`config.mk`:
```
export PLATFORM = sky130hd
export DESIGN_NAME = edge_counter
export DESIGN_NICKNAME = d
export VERILOG_FILES = /design/src/rtl/edge_counter_pkg.sv /design/src/rtl/edge_chan.sv /design/src/rtl/cnt_core.sv /design/src/rtl/edge_counter.sv
export SDC_FILE = /design/constraint.sdc
export NUM_CORES = 1
export LEC_CHECK = 0
export ABC_AREA = 0
export BUFFER_PORTS_ARGS = -buffer_cell sky130_fd_sc_hd__buf_2
export CELL_PAD_IN_SITES_DETAIL_PLACEMENT = 1
export CELL_PAD_IN_SITES_GLOBAL_PLACEMENT = 1
export CORE_ASPECT_RATIO = 0.7
export CORE_MARGIN = 3
export CORE_UTILIZATION = 39
export DETAILED_ROUTE_END_ITERATION = 10
export PLACE_DENSITY_LB_ADDON = 0.1
export SETUP_SLACK_MARGIN = 0.3
export SYNTH_ARGS = -nofsm -noshare
export SYNTH_HDL_FRONTEND = slang
export SYNTH_SLANG_ARGS = --single-unit
```
`constraint.sdc`:
```
create_clock -name clk_i -period 5.8 [get_ports clk_i]
set_input_delay 0 -clock clk_i [delete_from_list [all_inputs] [get_ports clk_i]]
set_output_delay 0 -clock clk_i [all_outputs]
set_load 0.005 [all_outputs]
```
`src/rtl/edge_counter_pkg.sv`:
```
package edge_counter_pkg;
  typedef enum logic [1:0] {
    ACT_NONE = 2'd0,
    ACT_UP   = 2'd1,
    ACT_DOWN = 2'd2,
    ACT_RSVD = 2'd3
  } edge_act_e;

  typedef enum logic [1:0] {
    MOD_KEEP = 2'd0,
    MOD_FLIP = 2'd1,
    MOD_HOLD = 2'd2,
    MOD_RSVD = 2'd3
  } ctrl_mod_e;
endpackage

```
`src/rtl/edge_chan.sv`:
```
module edge_chan
  import edge_counter_pkg::*;
(
  input  logic              clk_i,
  input  logic              rst_ni,
  input  logic              pulse_i,
  input  logic              ctrl_i,
  input  logic [1:0]        rise_act_i,
  input  logic [1:0]        fall_act_i,
  input  logic [1:0]        hi_mod_i,
  input  logic [1:0]        lo_mod_i,
  output logic signed [1:0] step_o
);
  logic      prev_q;
  logic      rise, fall;
  edge_act_e act;
  ctrl_mod_e mode;
  logic signed [1:0] base;

  always_ff @(posedge clk_i or negedge rst_ni) begin
    if (!rst_ni) prev_q <= 1'b0;
    else         prev_q <= pulse_i;
  end

  assign rise = pulse_i & ~prev_q;
  assign fall = ~pulse_i & prev_q;

  always_comb begin
    if (rise)      act = edge_act_e'(rise_act_i);
    else if (fall) act = edge_act_e'(fall_act_i);
    else           act = ACT_NONE;

    case (act)
      ACT_UP:   base = 2'sd1;
      ACT_DOWN: base = -2'sd1;
      default:  base = 2'sd0;
    endcase

    mode = ctrl_i ? ctrl_mod_e'(hi_mod_i) : ctrl_mod_e'(lo_mod_i);
    case (mode)
      MOD_KEEP: step_o = base;
      MOD_FLIP: step_o = -base;
      default:  step_o = 2'sd0;
    endcase
  end
endmodule

```
`src/rtl/cnt_core.sv`:
```
module cnt_core #(
  parameter int W  = 16,
  parameter int DW = 3
) (
  input  logic                 clk_i,
  input  logic                 rst_ni,
  input  logic signed [DW-1:0] delta_i,
  input  logic                 pause_i,
  input  logic                 clear_i,
  input  logic        [W-1:0]  hi_lim_i,
  input  logic        [W-1:0]  lo_lim_i,
  output logic        [W-1:0]  count_o,
  output logic                 lim_hit_o,
  output logic                 lim_neg_o
);
  localparam int W1 = W + 1;

  logic signed [W1-1:0] nxt, hi_ext, lo_ext;
  logic        [W-1:0]  count_q;
  logic                 hit_q, neg_q;

  // compare one bit wider than the count so wrap never aliases a limit
  assign nxt    = $signed({count_q[W-1], count_q}) + W1'(delta_i);
  assign hi_ext = $signed({hi_lim_i[W-1], hi_lim_i});
  assign lo_ext = $signed({lo_lim_i[W-1], lo_lim_i});

  always_ff @(posedge clk_i or negedge rst_ni) begin
    if (!rst_ni) begin
      count_q <= '0;
      hit_q   <= 1'b0;
      neg_q   <= 1'b0;
    end else if (clear_i) begin
      count_q <= '0;
      hit_q   <= 1'b0;
      neg_q   <= 1'b0;
    end else if (pause_i || delta_i == '0) begin
      hit_q   <= 1'b0;
      neg_q   <= 1'b0;
    end else if (nxt == hi_ext) begin
      count_q <= '0;
      hit_q   <= 1'b1;
      neg_q   <= 1'b0;
    end else if (nxt == lo_ext) begin
      count_q <= '0;
      hit_q   <= 1'b1;
      neg_q   <= 1'b1;
    end else begin
      count_q <= nxt[W-1:0];
      hit_q   <= 1'b0;
      neg_q   <= 1'b0;
    end
  end

  assign count_o   = count_q;
  assign lim_hit_o = hit_q;
  assign lim_neg_o = neg_q;
endmodule

```
`src/rtl/edge_counter.sv`:
```
module edge_counter #(
  parameter int W   = 16,
  parameter int NCH = 2
) (
  input  logic                  clk_i,
  input  logic                  rst_ni,
  input  logic [NCH-1:0]        pulse_i,
  input  logic [NCH-1:0]        ctrl_i,
  input  logic [NCH-1:0][1:0]   rise_act_i,
  input  logic [NCH-1:0][1:0]   fall_act_i,
  input  logic [NCH-1:0][1:0]   hi_mod_i,
  input  logic [NCH-1:0][1:0]   lo_mod_i,
  input  logic [W-1:0]          hi_lim_i,
  input  logic [W-1:0]          lo_lim_i,
  input  logic                  pause_i,
  input  logic                  clear_i,
  output logic [W-1:0]          count_o,
  output logic                  lim_hit_o,
  output logic                  lim_neg_o
);
  localparam int DW = $clog2(NCH + 1) + 1;

  logic signed [1:0]    step [NCH];
  logic signed [DW-1:0] delta;

  for (genvar c = 0; c < NCH; c++) begin : g_chan
    edge_chan u_chan (
      .clk_i      (clk_i),
      .rst_ni     (rst_ni),
      .pulse_i    (pulse_i[c]),
      .ctrl_i     (ctrl_i[c]),
      .rise_act_i (rise_act_i[c]),
      .fall_act_i (fall_act_i[c]),
      .hi_mod_i   (hi_mod_i[c]),
      .lo_mod_i   (lo_mod_i[c]),
      .step_o     (step[c])
    );
  end

  // net change of all channels, applied as one update
  always_comb begin
    delta = '0;
    for (int c = 0; c < NCH; c++) delta = delta + DW'(step[c]);
  end

  cnt_core #(.W(W), .DW(DW)) u_core (
    .clk_i     (clk_i),
    .rst_ni    (rst_ni),
    .delta_i   (delta),
    .pause_i   (pause_i),
    .clear_i   (clear_i),
    .hi_lim_i  (hi_lim_i),
    .lo_lim_i  (lo_lim_i),
    .count_o   (count_o),
    .lim_hit_o (lim_hit_o),
    .lim_neg_o (lim_neg_o)
  );
endmodule

```
==> flow_summary_export.csv <==
group,metric,value,unit
route,vias,2297,
worst_setup_path,endpoint_kind,"flip-flop",
die,rows,23,
worst_setup_path,cpPeakStageDelay,600,ps
placement,gp_congestion,0.830,
worst_setup_path,arrival,5220,ps
sta,tightest_slew,1170,ps
die,die_x,100,µm
clock_network,clk_latency,270,ps
sta,final.setup.worst_slack,728,ps
worst_setup_path,crit_type,"flip-flop to flip-flop",
route,drtAntennaViolNets,0,
global_routing,grt_pass1_vias,2313,
sta,fin_crit_sh,0.875,
route,totalWireLength,7.65,mm
status,outcome,"finished, final reports clean",
logic_synthesis,synth_seq_cells,20,
logic_synthesis,synth_edf_count,0,
global_routing,overflow,0,
logic_synthesis,synth_nets,344,
worst_setup_path,critPathSlowestCell,"a2111o_2",
logic_synthesis,ys.flop_type,"dfrtp_1",
logic_synthesis,async_flop_share,1.00,
logic_synthesis,synth.most_common_cell,"xor2_1",
clock_network,cts_tree,"done",
route,wl_met3,473,µm
worst_setup_path,crit_path_start_kind,"flip-flop",
route,dr.pass1.iters,4,
finish,design_area,2970,µm²
sta,finalCriticalPeriod,5070,ps
finish,drive_gt1_frac,0.295,
route,wl_met2,3.44,mm
hold_path,min_path_type,"primary input to async pin",
placement,dpl.hpwl,6.41,mm
die,floorplan.initialDensity,0.412,
logic_synthesis,yosysTopAreaCellShare,0.207,
placement,place_ws,572,ps
global_routing,grt_pass1_wl,12.4,mm
power_and_ir_drop,p_total,593,µW
power_and_ir_drop,power_density,200,nW/µm²
power_and_ir_drop,p_leak,0.00150,µW
logic_synthesis,yosysTopAreaCell,"dfrtp_1",
die,coreArea,5870,µm²
route,top_layer,"met4",
worst_setup_path,critPathMaxFanout,18,
worst_setup_path,cp.required,5950,ps
finish,area_delta_synth_final,23.0,%
route,remaining_drc_errors,0,
die,dieHeight,71.9,µm
worst_setup_path,worst_path_most_repeated_cell,"inv_1",
logic_synthesis,syn_inst,262,
logic_synthesis,syn_avg_cell_area,9.23,µm²
route,drtIter0Drc,129,
global_routing,grt_start_max_net_pins,21,
finish,nets,422,
logic_synthesis,yosysUniqueCellTypes,52,
worst_setup_path,reg2regPathDepth,19,
clock_network,clock_sinks,20,
sta,setup_viol,0,
sta,final-hold-violation-count,0,
route,drt-met1-wl,3.71,mm
finish,diodes,0,
placement,dpl-instance-area,2860,µm²
sta,fmax,197,MHz
flow_run,drv_cap,0,
logic_synthesis,syn_area,2420,µm²
sta,rsz0062_at_grt,"no",
logic_synthesis,yosys_warnings,0,
sta,clock_skew,3.58,ps
clock_network,ctsHtreeMaxLevel,1,
sta,fin_tns_setup,0,ps
clock_network,cts_buffer_depth,2,
clock_network,cts.clk_slew.worst_paths,80,ps
placement,port_buffers,73,
logic_synthesis,ys_top_cells_by_count,"24 x xor2_1, 23 x ha_1, 20 x dfrtp_1",
logic_synthesis,yosysSeqAreaShare,0.207,
global_routing,grt_util_all_layers,0.221,
die,io_pins,74,
logic_synthesis,synth_area_leaders,"dfrtp_1 21%, ha_1 12%, xor2_1 8.7%",
clock_network,ctsRootBufferMaster,"clkbuf_8",
power_and_ir_drop,peakVddDrop,0.0993,mV
clock_network,post-cts-setup-buffers,0,
global_routing,antenna_found_initial,0,
clock_network,cts_made_buffers,3,
sta,finalMaxSlewViolations,0,
die,dieArea,7190,µm²
worst_setup_path,path_cells,"nor2b_1 -> a22o_1 -> inv_1 -> ha_1 -> mux2i_1 -> nor2_1 -> inv_1 -> fa_1 -> inv_1 -> buf_4 -> ha_1 -> a21o_1 -> a31oi_1 -> o211ai_2 -> a31o_2 -> a2111oi_2 -> nand4_1 -> a2111o_2 -> a32o_1",
sta,relSlewSlack,0.217,
route,wl_per_cell,18.5,µm
route,viasPerCell,5.55,
## worst max-delay path, delay by kind of cell (launching register included)
family	cells	cell delay, ps
muxes	1	60
adders and majority gates	3	930
and+or+nand+nor	3	480
AOI/OAI and AO/OA	8	2620
DFF	1	380
buffers and inverters	4	470
## cell families after synthesis
family | after synthesis | share of synthesized area
adders and majority gates | 26 | 0.144
AOI/OAI and AO/OA | 65 | 0.226
xor gates and xnor gates | 47 | 0.190
muxes | 6 | 0.0259
and+or+nand+nor | 77 | 0.165
DFF | 20 | 0.207
buffers and inverters | 21 | 0.0419
## stage by stage
step	hold slack, ps	instances	utilization
5_1_grt	271	414	0.506
4_1_cts	226	414	0.505
3_5_place_dp	-22.7	407	0.487
3_3_place_gp	-21.8	407	0.487
6_report	214	414	0.506
2_1_floorplan	-296	262	-
## final cells by class
class	instances	area, µm²
Sequential cell	20	500
Timing Repair Buffer	81	433
Clock buffer	3	41.3
Tap cell	75	93.8
Clock inverter	1	30.0
Multi-Input combinational cell	221	1830
Inverter	13	48.8
Fill cell	727	2900
## final timing paths
kind / startpoint / slack, ps / to
worst max-delay path: g_chan[0].u_chan.prev_q / 730 / u_core.count_o[5]
worst min-delay path: rst_ni / 210 / g_chan[0].u_chan.prev_q
worst max register to register: g_chan[0].u_chan.prev_q / 730 / u_core.count_o[5]
worst min register to register: u_core.count_o[2] / 540 / u_core.count_o[2]
max in group asynchronous: rst_ni / 5270 / u_core.count_o[9]
min in group clk_i: pause_i / 250 / u_core.lim_hit_o
## power breakdown
part	switching [µW]	internal, µW
Clock	49.7	92.2
Combinational	160	132
Sequential	11.2	149
## cell usage in the layout, fill, tap and decap left out, types with 6 or more instances in the layout
| cell | count |
|---|---|
| ha_1 | 23 |
| xnor2_1 | 19 |
| nand3_1 | 8 |
| nor3_1 | 8 |
| buf_2 | 73 |
| a21oi_1 | 10 |
| inv_1 | 13 |
| nand2_1 | 10 |
| a32o_1 | 16 |
| dfrtp_1 | 20 |
| nor2_1 | 18 |
| a21o_1 | 6 |
| xor2_1 | 24 |
| and2_1 | 11 |
## routing by layer
layer,up-vias,global-route usage
met5,-,0
met1,1108,0.328
li1,1112,-
met2,72,0.350
met4,0,0.0314
met3,5,0.0331
## sequential cells by signal, indices dropped and copies added, names as in the netlist
signal,flops
u_core.lim_hit_o,1
g_chan.u_chan.prev_q,2
u_core.count_o,16
u_core.lim_neg_o,1
## what timing repair did
item | in CTS | in global routing
endpoints found under the setup margin | 0 | 17
gates resized for setup | 0 | 3
hold buffers | 3 | 0
hold endpoints to repair | 22 | 0
No activity file was read; power rests on OpenSTA's default activity.
